**src/rtl/core_timer_pkg.sv**
```systemverilog
`timescale 1ns/1ps
package core_timer_pkg;

    localparam int TIME_W = 64;
    localparam int HALF_W = TIME_W / 2;

    // Size code is log2 of the byte count.
    localparam logic [1:0] SZ_WORD = 2'd2;
    localparam logic [1:0] SZ_DWORD = 2'd3;

    localparam logic [15:0] OFS_SWI = 16'h0000;
    localparam logic [15:0] OFS_DEADLINE = 16'h4000;
    localparam logic [15:0] OFS_CLOCK = 16'hBFF8;

    typedef enum logic [2:0] {
        TGT_NONE,
        TGT_SWI,
        TGT_DL_FULL,
        TGT_DL_LO,
        TGT_DL_HI,
        TGT_CLK_FULL,
        TGT_CLK_LO,
        TGT_CLK_HI
    } target_e;

    typedef struct packed {
        logic swi_pend;
        logic [TIME_W-1:0] deadline;
    } ctu_state_t;

endpackage

```
**src/rtl/ctu_decode.sv**
```systemverilog
`timescale 1ns/1ps
module ctu_decode
    import core_timer_pkg::*;
#(
    parameter int ADDR_W = 16
) (
    input logic valid_i,
    input logic write_i,
    input logic [ADDR_W-1:0] addr_i,
    input logic [1:0] size_i,
    output target_e target_o,
    output logic fault_o
);

    localparam logic [ADDR_W-1:0] A_SWI = ADDR_W'(OFS_SWI);
    localparam logic [ADDR_W-1:0] A_DL_LO = ADDR_W'(OFS_DEADLINE);
    localparam logic [ADDR_W-1:0] A_DL_HI = ADDR_W'(OFS_DEADLINE + 16'd4);
    localparam logic [ADDR_W-1:0] A_CLK_LO = ADDR_W'(OFS_CLOCK);
    localparam logic [ADDR_W-1:0] A_CLK_HI = ADDR_W'(OFS_CLOCK + 16'd4);

    logic is_word;
    logic is_dword;

    always_comb begin
        is_word = (size_i == SZ_WORD);
        is_dword = (size_i == SZ_DWORD);
        target_o = TGT_NONE;
        if (addr_i == A_SWI && (is_word || is_dword)) begin
            target_o = TGT_SWI;
        end else if (addr_i == A_DL_LO && is_dword) begin
            target_o = TGT_DL_FULL;
        end else if (addr_i == A_DL_LO && is_word) begin
            target_o = TGT_DL_LO;
        end else if (addr_i == A_DL_HI && is_word) begin
            target_o = TGT_DL_HI;
        end else if (!write_i && addr_i == A_CLK_LO && is_dword) begin
            target_o = TGT_CLK_FULL;
        end else if (!write_i && addr_i == A_CLK_LO && is_word) begin
            target_o = TGT_CLK_LO;
        end else if (!write_i && addr_i == A_CLK_HI && is_word) begin
            target_o = TGT_CLK_HI;
        end
        fault_o = valid_i && (target_o == TGT_NONE);
    end

    // a_r5_clock_never_write_target: a write never selects the time base
    always_comb begin
        if (valid_i && write_i) begin
            a_r5_clock_never_write_target: assert (target_o != TGT_CLK_FULL &&
                target_o != TGT_CLK_LO && target_o != TGT_CLK_HI);
        end
    end

endmodule

```
**src/rtl/ctu_time_base.sv**
```systemverilog
`timescale 1ns/1ps
module ctu_time_base
    import core_timer_pkg::*;
#(
    parameter int TICKS_PER_INC = 4
) (
    input logic clk,
    input logic rst_n,
    input logic tick_i,
    output logic [TIME_W-1:0] time_o
);

    localparam int PS_W = (TICKS_PER_INC > 1) ? $clog2(TICKS_PER_INC) : 1;
    localparam logic [PS_W-1:0] PS_LAST = PS_W'(TICKS_PER_INC - 1);

    logic [PS_W-1:0] presc_d, presc_q;
    logic [TIME_W-1:0] time_d, time_q;

    always_comb begin
        presc_d = presc_q;
        time_d = time_q;
        if (tick_i) begin
            if (presc_q == PS_LAST) begin
                presc_d = '0;
                time_d = time_q + 1'b1;
            end else begin
                presc_d = presc_q + 1'b1;
            end
        end
    end

    always_ff @(posedge clk or negedge rst_n) begin
        if (!rst_n) begin
            presc_q <= '0;
            time_q <= '0;
        end else begin
            presc_q <= presc_d;
            time_q <= time_d;
        end
    end

    assign time_o = time_q;

    a_r6_hold_without_tick: assert property (@(posedge clk) disable iff (!rst_n)
        !tick_i |=> $stable(time_o));

    a_r6_step_at_most_one: assert property (@(posedge clk) disable iff (!rst_n)
        1'b1 |=> (time_o == $past(time_o)) || (time_o == $past(time_o) + 1'b1));

endmodule

```
**src/rtl/core_timer_unit.sv**
```systemverilog
`timescale 1ns/1ps
module core_timer_unit
    import core_timer_pkg::*;
#(
    parameter int ADDR_W = 16,
    parameter int TICKS_PER_INC = 4
) (
    input logic clk,
    input logic rst_n,
    input logic tick_i,
    input logic req_valid_i,
    input logic req_write_i,
    input logic [ADDR_W-1:0] req_addr_i,
    input logic [1:0] req_size_i,
    input logic [63:0] req_wdata_i,
    output logic [63:0] rsp_rdata_o,
    output logic rsp_fault_o,
    output logic irq_soft_o,
    output logic irq_timer_o
);

    target_e target;
    logic fault;
    logic [TIME_W-1:0] now;
    ctu_state_t st_d, st_q;

    ctu_decode #(.ADDR_W(ADDR_W)) decode_i (
        .valid_i (req_valid_i),
        .write_i (req_write_i),
        .addr_i (req_addr_i),
        .size_i (req_size_i),
        .target_o(target),
        .fault_o (fault)
    );

    ctu_time_base #(.TICKS_PER_INC(TICKS_PER_INC)) time_base_i (
        .clk (clk),
        .rst_n (rst_n),
        .tick_i(tick_i),
        .time_o(now)
    );

    always_comb begin
        st_d = st_q;
        rsp_rdata_o = '0;
        if (req_valid_i && !fault) begin
            if (req_write_i) begin
                unique case (target)
                    TGT_SWI: st_d.swi_pend = req_wdata_i[0];
                    TGT_DL_FULL: st_d.deadline = req_wdata_i;
                    TGT_DL_LO: st_d.deadline[HALF_W-1:0] = req_wdata_i[HALF_W-1:0];
                    TGT_DL_HI: st_d.deadline[TIME_W-1:HALF_W] = req_wdata_i[HALF_W-1:0];
                    default: ;
                endcase
            end else begin
                unique case (target)
                    TGT_SWI: rsp_rdata_o = {63'd0, st_q.swi_pend};
                    TGT_DL_FULL: rsp_rdata_o = st_q.deadline;
                    TGT_DL_LO: rsp_rdata_o = {32'd0, st_q.deadline[HALF_W-1:0]};
                    TGT_DL_HI: rsp_rdata_o = {32'd0, st_q.deadline[TIME_W-1:HALF_W]};
                    TGT_CLK_FULL: rsp_rdata_o = now;
                    TGT_CLK_LO: rsp_rdata_o = {32'd0, now[HALF_W-1:0]};
                    TGT_CLK_HI: rsp_rdata_o = {32'd0, now[TIME_W-1:HALF_W]};
                    default: ;
                endcase
            end
        end
    end

    always_ff @(posedge clk or negedge rst_n) begin
        if (!rst_n) begin
            st_q.swi_pend <= 1'b0;
            st_q.deadline <= '1;
        end else begin
            st_q <= st_d;
        end
    end

    assign rsp_fault_o = fault;
    assign irq_soft_o = st_q.swi_pend;
    assign irq_timer_o = (now >= st_q.deadline);

    a_r2_swi_follows_write: assert property (@(posedge clk) disable iff (!rst_n)
        (req_valid_i && req_write_i && target == TGT_SWI)
        |=> irq_soft_o == $past(req_wdata_i[0]));

    a_r3_swi_read_zero_ext: assert property (@(posedge clk) disable iff (!rst_n)
        (req_valid_i && !req_write_i && target == TGT_SWI)
        |-> rsp_rdata_o[63:1] == '0);

    a_r4_full_deadline_write: assert property (@(posedge clk) disable iff (!rst_n)
        (req_valid_i && req_write_i && target == TGT_DL_FULL)
        |=> st_q.deadline == $past(req_wdata_i));

    a_r8_fault_keeps_state: assert property (@(posedge clk) disable iff (!rst_n)
        (req_valid_i && rsp_fault_o)
        |=> $stable(irq_soft_o) && $stable(st_q.deadline));

    a_r8_fault_zero_data: assert property (@(posedge clk) disable iff (!rst_n)
        rsp_fault_o |-> rsp_rdata_o == '0);

endmodule

```
**config.mk**
```make
export PLATFORM = sky130hd
export DESIGN_NAME = core_timer_unit
export DESIGN_NICKNAME = d
export VERILOG_FILES = /design/src/rtl/core_timer_pkg.sv /design/src/rtl/ctu_decode.sv /design/src/rtl/ctu_time_base.sv /design/src/rtl/core_timer_unit.sv
export SDC_FILE = /design/constraint.sdc
export NUM_CORES = 1
export LEC_CHECK = 0
export ABC_AREA = 1
export BUFFER_PORTS_ARGS = -buffer_cell sky130_fd_sc_hd__buf_2
export CAP_MARGIN = 20
export CELL_PAD_IN_SITES_DETAIL_PLACEMENT = 1
export CELL_PAD_IN_SITES_GLOBAL_PLACEMENT = 1
export CORE_MARGIN = 5
export CORE_UTILIZATION = 45
export CTS_BUF_LIST = sky130_fd_sc_hd__clkbuf_16
export CTS_CLUSTER_DIAMETER = 50
export CTS_CLUSTER_SIZE = 10
export DETAILED_ROUTE_END_ITERATION = 6
export PLACE_DENSITY_LB_ADDON = 0.1
export SETUP_SLACK_MARGIN = 0.05
export SLEW_MARGIN = 20
export SYNTH_ARGS = -nofsm -noshare
export SYNTH_HDL_FRONTEND = slang
export SYNTH_SLANG_ARGS = --single-unit
export TNS_END_PERCENT = 50
```
**constraint.sdc**
```tcl
create_clock -name clk -period 3.9 [get_ports clk]
set_input_delay 0.195 -clock clk [delete_from_list [all_inputs] [get_ports clk]]
set_output_delay 0.195 -clock clk [all_outputs]
set_load 0.05 [all_outputs]
```
# --- Yosys cells after proc, flatten, opt, wreduce, memory -nomap -nowiden ---
# Index checks and enable logic that the tools add are counted.
totals:
  elab_cells: 56
  output_inout_bits: 67
  ff_bits: 131
  inputBits: 87
op_classes:
  mux: 12
  magnitude_cmp: 1
  n_eq_ne: 14
  reduce_logical: 22
  n_addsub: 2
ops:
  columns: ["operator", "count"]
  rows:
  - ["$pmux 64 s7", 1]
  - ["$mux 64", 2]
  - ["$add 64x1->64 const B", 1]
  - ["$ge 64x64->1", 1]
  - ["$pmux 32 s2", 1]
  - ["$eq 16x15->1 const B", 2]
  - ["$eq 16x16->1 const B", 2]
  - ["$mux 3", 7]
  - ["$logic_not 16->1", 1]
  - ["$eq 3x3->1 const B", 4]
  - ["$logic_and 1x1->1", 11]
  - ["$reduce_and 3->1", 3]
  - ["$eq 2x2->1 const B", 3]
  - ["$eq 3x2->1 const B", 2]
  - ["$eq 3x1->1 const B", 1]
  - ["$logic_not 3->1", 1]
  - ["$add 2x1->2 const B", 1]
  - ["$logic_not 1->1", 2]
  - ["$mux 2", 1]
  - ["$reduce_and 2->1", 1]
  - ["$reduce_bool 2->1", 1]
  - ["$reduce_or 2->1", 1]
  - ["$logic_or 1x1->1", 1]

# --- Longest topological paths before layout ---
# Gate-level depths: netlist (run 1).
depth:
  ltp_word: 15
  depth_mapped: 16
  mapped_depth_nobuf: 15

# --- Modules after synthesis ---
# A second synthesis (run 1) with hierarchy kept.
hier_totals:
  cells_unflattened: 1384
  area_unflattened_um2: 9928.3
by_module_without_submodules:
  columns: ["module", "seq_area_each_um2", "cells_per_inst", "instances", "area_each_um2"]
  rows:
  - ["core_timer_unit", 1706.6, 792, 1, 5686.7]
  - ["ctu_time_base", 1651.6, 511, 1, 3837.4]
  - ["ctu_decode", 0.0, 81, 1, 404.1]

# --- Worst setup path after synthesis (run 1) ---
# OpenSTA, ideal clock, no wires.
synth_path:
  kind: "input port to output port"
  from: "input port req_addr_i[13]"
  to: "output port rsp_rdata_o[33]"
  n_path_buf: 1
  path_slack_ps: 1577
  arrival_time_ps: 2128
  required_ps: 3705
  cell_stages: 9
  cell_sequence: "nor2_2 nand3_2 nor2_4 nand3_2 o21a_1 nand2_2 buf_2 nand4_1 a21oi_1"
synth_via:
  elab_chain_cells: 15
  elab_cells_between_ends: 35
  cone_classes: "eq/ne (11); mux (10); reduce/logical (14)"
synth_rtl:
  columns: ["element", "line_no", "text"]
  rows:
  - ["start, declared", "core_timer_unit.sv:13", "input logic [ADDR_W-1:0] req_addr_i,"]
  - ["$eq 16x16->1", "ctu_decode.sv:40", "end else if (!write_i && addr_i == A_CLK_HI && is_word) begin"]
  - ["$logic_and 1x1->1 (2 in series)", "ctu_decode.sv:40", null]
  - ["$mux 3", "ctu_decode.sv:40", null]
  - ["$mux 3", "ctu_decode.sv:38", "end else if (!write_i && addr_i == A_CLK_LO && is_word) begin"]
  - ["$mux 3", "ctu_decode.sv:36", "end else if (!write_i && addr_i == A_CLK_LO && is_dword) begin"]
  - ["$mux 3", "ctu_decode.sv:34", "end else if (addr_i == A_DL_HI && is_word) begin"]
  - ["$mux 3", "ctu_decode.sv:32", "end else if (addr_i == A_DL_LO && is_word) begin"]
  - ["$mux 3", "ctu_decode.sv:30", "end else if (addr_i == A_DL_LO && is_dword) begin"]
  - ["$mux 3 *", "ctu_decode.sv:28", "if (addr_i == A_SWI && (is_word || is_dword)) begin"]
  - ["parallel branches: the longest is 4 deep, another holds $pmux 64 s7", null, null]
  - ["$mux 64 *", "core_timer_unit.sv:46", "if (req_valid_i && !fault) begin"]
  - ["end, declared", "core_timer_unit.sv:16", "output logic [63:0] rsp_rdata_o,"]
# Mark *: on every way between the ends.

# --- Worst setup path after layout (run 1) ---
layout_path:
  from: "register st_q[62] in the netlist's numbering"
  to: "output port irq_timer_o"
layout_via:
  elab_chain_cells: 1
layout_rtl:
  columns: ["element", "line_no", "text"]
  rows:
  - ["start, declared", "core_timer_unit.sv:25", "ctu_state_t st_d, st_q;"]
  - ["start signal, assigned", "core_timer_unit.sv:75", "st_q <= st_d;"]
  - ["$ge 64x64->1", "core_timer_unit.sv:81", "assign irq_timer_o = (now >= st_q.deadline);"]
  - ["end, declared", "core_timer_unit.sv:19", "output logic irq_timer_o"]
# No other way between the ends.

==> results of run 1 <==
==> sequential cells by signal (all words and copies together), names as in the netlist <==
name / count
irq_soft_o: 1
st_q: 64
time_base_i.presc_q: 2
time_base_i.time_o: 64
==> where the power goes <==
group	total [uW]	switching (uW)	internal, uW
registers	1470	72.1	1400
logic	318	195	123
clock network	1660	667	988
==> final cells by class <==
type	instances	area, um^2
clock inverters	12	98.8
inverters	226	848
clock buffers	20	500
fillers	2951	10700
multi-input cells	1015	5750
well taps	285	357
flip-flops and latches	131	3360
repair buffers	170	923
==> path summary, 6_finish.rpt <==
kind / end
setup / recovery: irq_timer_o
hold / removal: st_q[9]$_DFFE_PN1P_
setup reg to reg: time_base_i.time_o[56]$_DFFE_PN0P_
hold reg to reg: time_base_i.presc_q[0]$_DFFE_PN0P_
max in group asynchronous: st_q[54]$_DFFE_PN1P_
min in group asynchronous: time_base_i.time_o[0]$_DFFE_PN0P_
==> per-layer routing <==
layer	routed length (um)	track usage	up-vias
met5	0	0	-
met2	18400	0.493	263
met3	1720	0.0457	49
met4	708	0.0669	0
li1	-	-	4949
met1	17200	0.398	5054
==> metrics by stage <==
step                      hold WS (ns)  std cells  power [uW]  cell area (um^2)
final                          0.00700       1859        3450             11800
after global routing           0.00188       1859        3580             11800
after CTS                     0.000860       1859        3460             11800
after detailed placement         0.378       1821        1810             11200
after global placement           0.361       1821        1790             11200
after floorplan                 -0.101       1424        1650             10200
==> worst max-delay path: cells and delay by family, from the launching register on <==
kind / cells / cell delay [ns]
buffers and inverters: 3 / 0.50
and+or+nand+nor: 7 / 1.27
DFF: 1 / 0.54
adders and majority gates: 1 / 0.31
==> layout by cell type, fill, tap and decap left out, types with 5 or more instances in the layout <==
cell type,count
dfstp_2,64
dlygate4sd3_1,6
nand3b_1,7
clkbuf_16,20
nand4_1,59
inv_2,5
nor2_2,12
dfrtp_1,67
nor2_4,7
nor3_1,37
o221ai_1,32
nand3_2,7
xnor2_1,9
xor2_1,53
a21oi_1,130
buf_4,11
o21ai_1,14
nand2_1,292
nor2_1,140
nand3_1,73
o211ai_1,6
nand2_2,8
inv_1,222
o21ai_0,34
buf_2,152
ha_1,66
==> timing repair <==
action | 4_1_cts | 5_1_grt
endpoints found under the hold margin | 38 | 0
endpoints found under the setup margin | 0 | 0
resized for setup | 0 | 0
hold buffers | 6 | 0
==> cells by family after synthesis <==
| group | Yosys count | synth area share |
|---|---|---|
| buf+inv | 278 | 0.108 |
| mux | 1 | 0.00110 |
| fa+ha+maj | 66 | 0.0809 |
| flops | 131 | 0.329 |
| xor+xnor | 62 | 0.0532 |
| simple gates | 661 | 0.301 |
| compound gates | 225 | 0.127 |
==> synth_stat cells, types with 2 or more instances <==
| library cell | instances |
|---|---|
| inv_1 | 221 |
| nand3_4 | 2 |
| buf_4 | 3 |
| inv_2 | 5 |
| dfstp_2 | 64 |
| nand3_2 | 6 |
| xnor2_1 | 9 |
| buf_2 | 19 |
| nand3_1 | 74 |
| nand3b_1 | 7 |
| nor3_2 | 3 |
| clkbuf_1 | 23 |
| o21ai_1 | 14 |
| nor2_2 | 12 |
| nand2_4 | 3 |
| buf_6 | 3 |
| nor2_4 | 7 |
| nor3_1 | 37 |
| ha_1 | 66 |
| xor2_1 | 53 |
| dfrtp_1 | 67 |
| nor2_1 | 140 |
| o21ai_0 | 34 |
| nand2_2 | 8 |
| nand2_1 | 292 |
| and3_1 | 3 |
| nand4_1 | 59 |
| o211ai_1 | 6 |
| a21oi_1 | 130 |
| nor3_4 | 2 |
| nor4_1 | 2 |
| o21a_1 | 2 |
| o221ai_1 | 32 |
| buf_1 | 4 |
==> flow_metrics.py, run 1 <==
metrics = {
    "run_status": {
        "status": "finished, final reports clean",
    },
    "clock_tree": {
        "cts.reportedPaths.clkPinSlew_ns": 0.07,
        "cts_root_buffer": "clkbuf_16",
        "clkLatencyLatePin_ns": 0.43,
        "htreeDepth": 4,
        "cts_sinks": 131,
        "cts_buffer_depth": 2,
        "numCtsBuffers": 17,
        "post-cts-setup-buffers": 0,
        "tritoncts": "yes",
    },
    "global_route": {
        "grt_max_degree": 68,
        "grt_remaining_overflow": 0,
        "grt_pass1_wl_um": 59700,
        "antenna_found_initial": 0,
        "track_usage": 0.293,
        "grt_pass1_vias": 10700,
    },
    "placed_design": {
        "dpl_worst_slack_ns": 0.837,
        "io_buffers": 153,
        "dp_hpwl_um": 28800,
        "finalWeightedCongestion": 0.949,
    },
    "synth": {
        "synth_area_per_cell_um2": 7.17,
        "yosysSeqAreaShare": 0.329,
        "syn-num-nets": 1577,
        "ys_top_cells_by_area": "dfstp_2, dfrtp_1, nand2_1",
        "synthCells": 1424,
        "yosys.area.top_type": "dfstp_2",
        "async_flop_share": 1.00,
        "synth_ff_type": "dfrtp_1",
        "synth_top_area_frac": 0.165,
        "synth-seq-cells": 131,
        "synth_cell_types": 46,
        "synth_edf_count": 0,
        "syn-cell-area_mm2": 0.0102,
        "yosys_warnings": 0,
    },
    "die": {
        "die_area_mm2": 0.0258,
        "rows": 55,
        "die_w_um": 161,
        "die_y_um": 161,
        "ios": 154,
        "initial_utilization": 0.453,
        "core-area_mm2": 0.0225,
    },
    "critical_path": {
        "crit_path_end_kind": "primary output",
        "ff2ff_path_depth": 11,
        "cp.arrival_ns": 3.06,
        "worst-r2r-setup-slack_ns": 1.14,
        "crit_slowest_cell": "dfstp_2",
        "max_stage_delay_ns": 0.54,
        "regToRegStartpoint": "time_base_i.time_o[1]$_DFFE_PN0P_",
        "critPathLaunch": "st_q[62]$_DFFE_PN1P_",
        "crit_chain": "inv_1 -> ha_1 -> nand2_1 -> inv_1 -> nand3_1 -> nor3_1 -> nand2_1 -> nor2_1 -> nand4_1 -> nand3_1 -> buf_2",
        "cp_max_fo": 3,
        "required_ns": 3.70,
        "crit_type": "register to primary output",
        "startpoint_type": "register",
    },
    "run": {
        "cap_violations": 0,
    },
    "power_and_ir_drop": {
        "leakage_uw": 0.00587,
        "powerDensity_mw_per_mm2": 291,
        "vdd_drop_max_uv": 258,
    },
    "layout": {
        "finalNetCount": 1714,
        "syn_to_final_growth_pct": 16.0,
        "post-route-util": 0.526,
        "layout-drive-gt1-share": 0.198,
        "diodes": 0,
    },
    "sta": {
        "worstMarginPinSlew_ns": 0.971,
        "min_period_over_period": 0.835,
        "finClkSkew_ns": 0.0110,
        "relSlewSlack": 0.352,
        "finalHoldViolations": 0,
        "setup_viol": 0,
        "min_period_ns": 3.26,
        "setup_tns_ns": 0,
        "fmaxAchievable_mhz": 307,
        "fin_ws_ns": 0.644,
        "slew_violations": 0,
        "rsz0062_at_grt": "no",
    },
    "worst_hold_path": {
        "hold_depth": 3,
        "hp-class": "primary input to register",
        "min-delay-start": "req_wdata_i[9]",
    },
    "detailed_routing": {
        "drt-total-wl_um": 38000,
        "wl_per_cell_um": 20.4,
        "via_per_inst": 5.55,
        "vias": 10300,
        "drtPass1Iterations": 5,
        "first_iter_violations": 588,
        "drc": 0,
        "antenna_left": 0,
    },
}
(Power assumes the default switching activity.)
==> run 2: changes to the inputs <==
--- a/config.mk
+++ b/config.mk
@@ -5,13 +5,13 @@
 export SDC_FILE = /design/constraint.sdc
 export NUM_CORES = 1
 export LEC_CHECK = 0
-export ABC_AREA = 1
+export ABC_AREA = 0
 export BUFFER_PORTS_ARGS = -buffer_cell sky130_fd_sc_hd__buf_2
 export CAP_MARGIN = 20
 export CELL_PAD_IN_SITES_DETAIL_PLACEMENT = 1
 export CELL_PAD_IN_SITES_GLOBAL_PLACEMENT = 1
 export CORE_MARGIN = 5
-export CORE_UTILIZATION = 45
+export CORE_UTILIZATION = 44
 export CTS_BUF_LIST = sky130_fd_sc_hd__clkbuf_16
 export CTS_CLUSTER_DIAMETER = 50
 export CTS_CLUSTER_SIZE = 10
==> constraint.sdc (replaced) <==
create_clock -name clk -period 3.4 [get_ports clk]
set_input_delay 0.17 -clock clk [delete_from_list [all_inputs] [get_ports clk]]
set_output_delay 0.17 -clock clk [all_outputs]
set_load 0.05 [all_outputs]
==> run 2 against run 1 <==
  * Count of clock-buffer cells in the layout shrank 3
  * Area after synthesis shrank 15%
  * Critical path type unchanged
  * Wire length shrank 22%
  * Setup slack lost 0.27 ns
  * Design area shrank 10%
  * Hold slack gained 0.0071 ns
  * Critical endpoint unchanged
  * Sequential share of layout area grew 3.3 points
==> flow_metrics.py, run 2 <==
metrics = {
    "synth": {
        "synth-seq-cells": 131,
        "yosysMostFrequentCell": "nor2_1",
        "yosys_warnings": 0,
        "synth_cell_types": 54,
        "syn-num-nets": 1044,
        "synth_ff_type": "dfrtp_1",
        "yosysSeqAreaShare": 0.386,
        "syn-cell-area_mm2": 0.00869,
        "synth_area_per_cell_um2": 9.75,
        "async_flop_share": 1.00,
        "synth_top_area_frac": 0.193,
        "ys_top_cells_by_area": "dfstp_2, dfrtp_1, ha_1",
        "synth_edf_count": 0,
        "synthCells": 891,
        "synth_common_cells": "nor2_1, inv_1, dfrtp_1, ha_1",
        "yosys.area.top_type": "dfstp_2",
    },
    "critical_path": {
        "required_ns": 3.23,
        "worst-r2r-setup-slack_ns": 0.81,
        "startpoint_type": "register",
        "cp.arrival_ns": 2.85,
        "crit_type": "register to primary output",
        "crit_path_end_kind": "primary output",
        "cp_max_fo": 4,
    },
    "layout": {
        "mostFrequentLayoutCells": "buf_2, nor2_1, inv_1",
        "fin_area_mm2": 0.0106,
        "nFillCells": 2231,
        "finalNetCount": 1208,
        "diodes": 0,
        "final_common_cell": "buf_2",
        "layout-drive-gt1-share": 0.330,
        "syn_to_final_growth_pct": 22.1,
    },
    "sta": {
        "min_period_ns": 3.02,
        "setup_viol": 0,
        "min_period_over_period": 0.889,
        "setup_tns_ns": 0,
        "rsz0062_at_grt": "no",
        "finalHoldViolations": 0,
        "slew_violations": 0,
        "relSlewSlack": 0.492,
        "fmaxAchievable_mhz": 331,
        "finClkSkew_ns": 0.0113,
        "worstMarginPinSlew_ns": 0.762,
    },
    "clock_tree": {
        "clkLatencyLatePin_ns": 0.42,
        "numCtsBuffers": 17,
        "cts_sinks": 131,
        "cts.reportedPaths.clkPinSlew_ns": 0.07,
        "cts_resized": 0,
        "cts_hold_buf": 19,
        "cts_root_buffer": "clkbuf_16",
        "tritoncts": "yes",
        "cts_buffer_depth": 2,
        "htreeDepth": 4,
        "post-cts-setup-buffers": 0,
    },
    "detailed_routing": {
        "antenna_left": 0,
        "via_per_inst": 5.90,
        "first_iter_violations": 557,
        "drtPass1Iterations": 6,
        "vias": 7865,
        "drt-total-wl_um": 29600,
        "wl_per_cell_um": 22.2,
        "drc": 0,
    },
    "global_route": {
        "grt_pass1_wl_um": 46500,
        "antenna_found_initial": 0,
        "grt_max_degree": 107,
        "track_usage": 0.264,
        "grt_pass1_vias": 8308,
        "grt_remaining_overflow": 0,
    },
    "die": {
        "rows": 51,
        "die_y_um": 151,
        "die_area_mm2": 0.0227,
        "ios": 154,
        "die_w_um": 151,
        "initial_utilization": 0.447,
        "core-area_mm2": 0.0195,
    },
    "run_status": {
        "status": "finished, final reports clean",
    },
    "power_and_ir_drop": {
        "powerDensity_mw_per_mm2": 380,
        "leakage_uw": 0.00450,
        "vdd_drop_max_uv": 316,
    },
    "placed_design": {
        "dp_hpwl_um": 20600,
        "finalWeightedCongestion": 0.830,
        "io_buffers": 153,
        "placedInstanceArea_mm2": 0.00976,
    },
    "worst_hold_path": {
        "hp-class": "primary input to register",
    },
    "run": {
        "cap_violations": 0,
    },
}
-- run 2: changes by cell type after synthesis, sizes merged, moves of 36 or more --
cell	delta
nand2	-238
inv	-155
a21oi	-89
nor2	-80
nand3	-52
o21ai	-36
-- run 2: area by class of cell --
cell class	instances	area, um^2	share of cell area
Clock inverter	15	228	0.0215
Clock buffer	17	425	0.0401
Multi-Input combinational cell	643	4880	0.460
Timing Repair Buffer	191	1120	0.105
Inverter	71	267	0.0251
Sequential cell	131	3360	0.317
Tap cell	265	332	0.0313
-- run 2: final timing paths --
check / endpoint / startpoint / depth (start not counted)
setup / recovery: irq_timer_o / st_q[39]$_DFFE_PN1P_ / 8
hold / removal: st_q[25]$_DFFE_PN1P_ / req_wdata_i[25] / 2
setup reg to reg: time_base_i.time_o[58]$_DFFE_PN0P_ / time_base_i.time_o[0]$_DFFE_PN0P_ / 7
hold reg to reg: st_q[32]$_DFFE_PN1P_ / st_q[32]$_DFFE_PN1P_ / 1
max in group asynchronous: time_base_i.time_o[1]$_DFFE_PN0P_ / rst_n / 3
min in group asynchronous: time_base_i.time_o[57]$_DFFE_PN0P_ / rst_n / 2
-- run 2: per-layer routing --
layer,routed length (um),global-route usage
met1,13200,0.354
met2,14700,0.456
met3,1400,0.0412
met4,257,0.0476
met5,0,0
-- run 2: where the power goes --
group          internal (uW)  switching, uW
clock network           1310            753
registers               1600           61.9
logic                    149            150
-- run 2: through the flow --
step                setup WS (ns)  cells   util  hold slack (ns)  power (uW)
floorplan                   0.853    891      -           -0.126        1810
global placement            0.764   1281  0.501            0.124        1960
detailed placement          0.773   1281  0.501            0.121        1970
CTS                         0.310   1332  0.545         0.000232        4060
global route                0.211   1333  0.545          0.00172        4160
finish                      0.378   1333  0.545           0.0141        4030
-- run 2: critical path, stage by stage (launching register included) --
cell	delay, ns
dfstp_2	0.56
inv_1	0.06
ha_1	0.34
nand4_1	0.16
nor4_1	0.49
nand2_1	0.09
a311o_1	0.33
nand3_1	0.12
buf_2	0.28
-- run 2: logic make-up (layout without fill, tap and decap cells) --
family / count (synthesis) / count (layout) / share of synthesized area
and+or+nand+nor: 264 / 264 / 0.150
AOI/OAI and AO/OA: 213 / 213 / 0.203
DFF: 131 / 131 / 0.386
buffers and inverters: 117 / 294 / 0.0540
adders and majority gates: 66 / 66 / 0.0950
xor gates and xnor gates: 63 / 63 / 0.0635
muxes: 37 / 37 / 0.0478
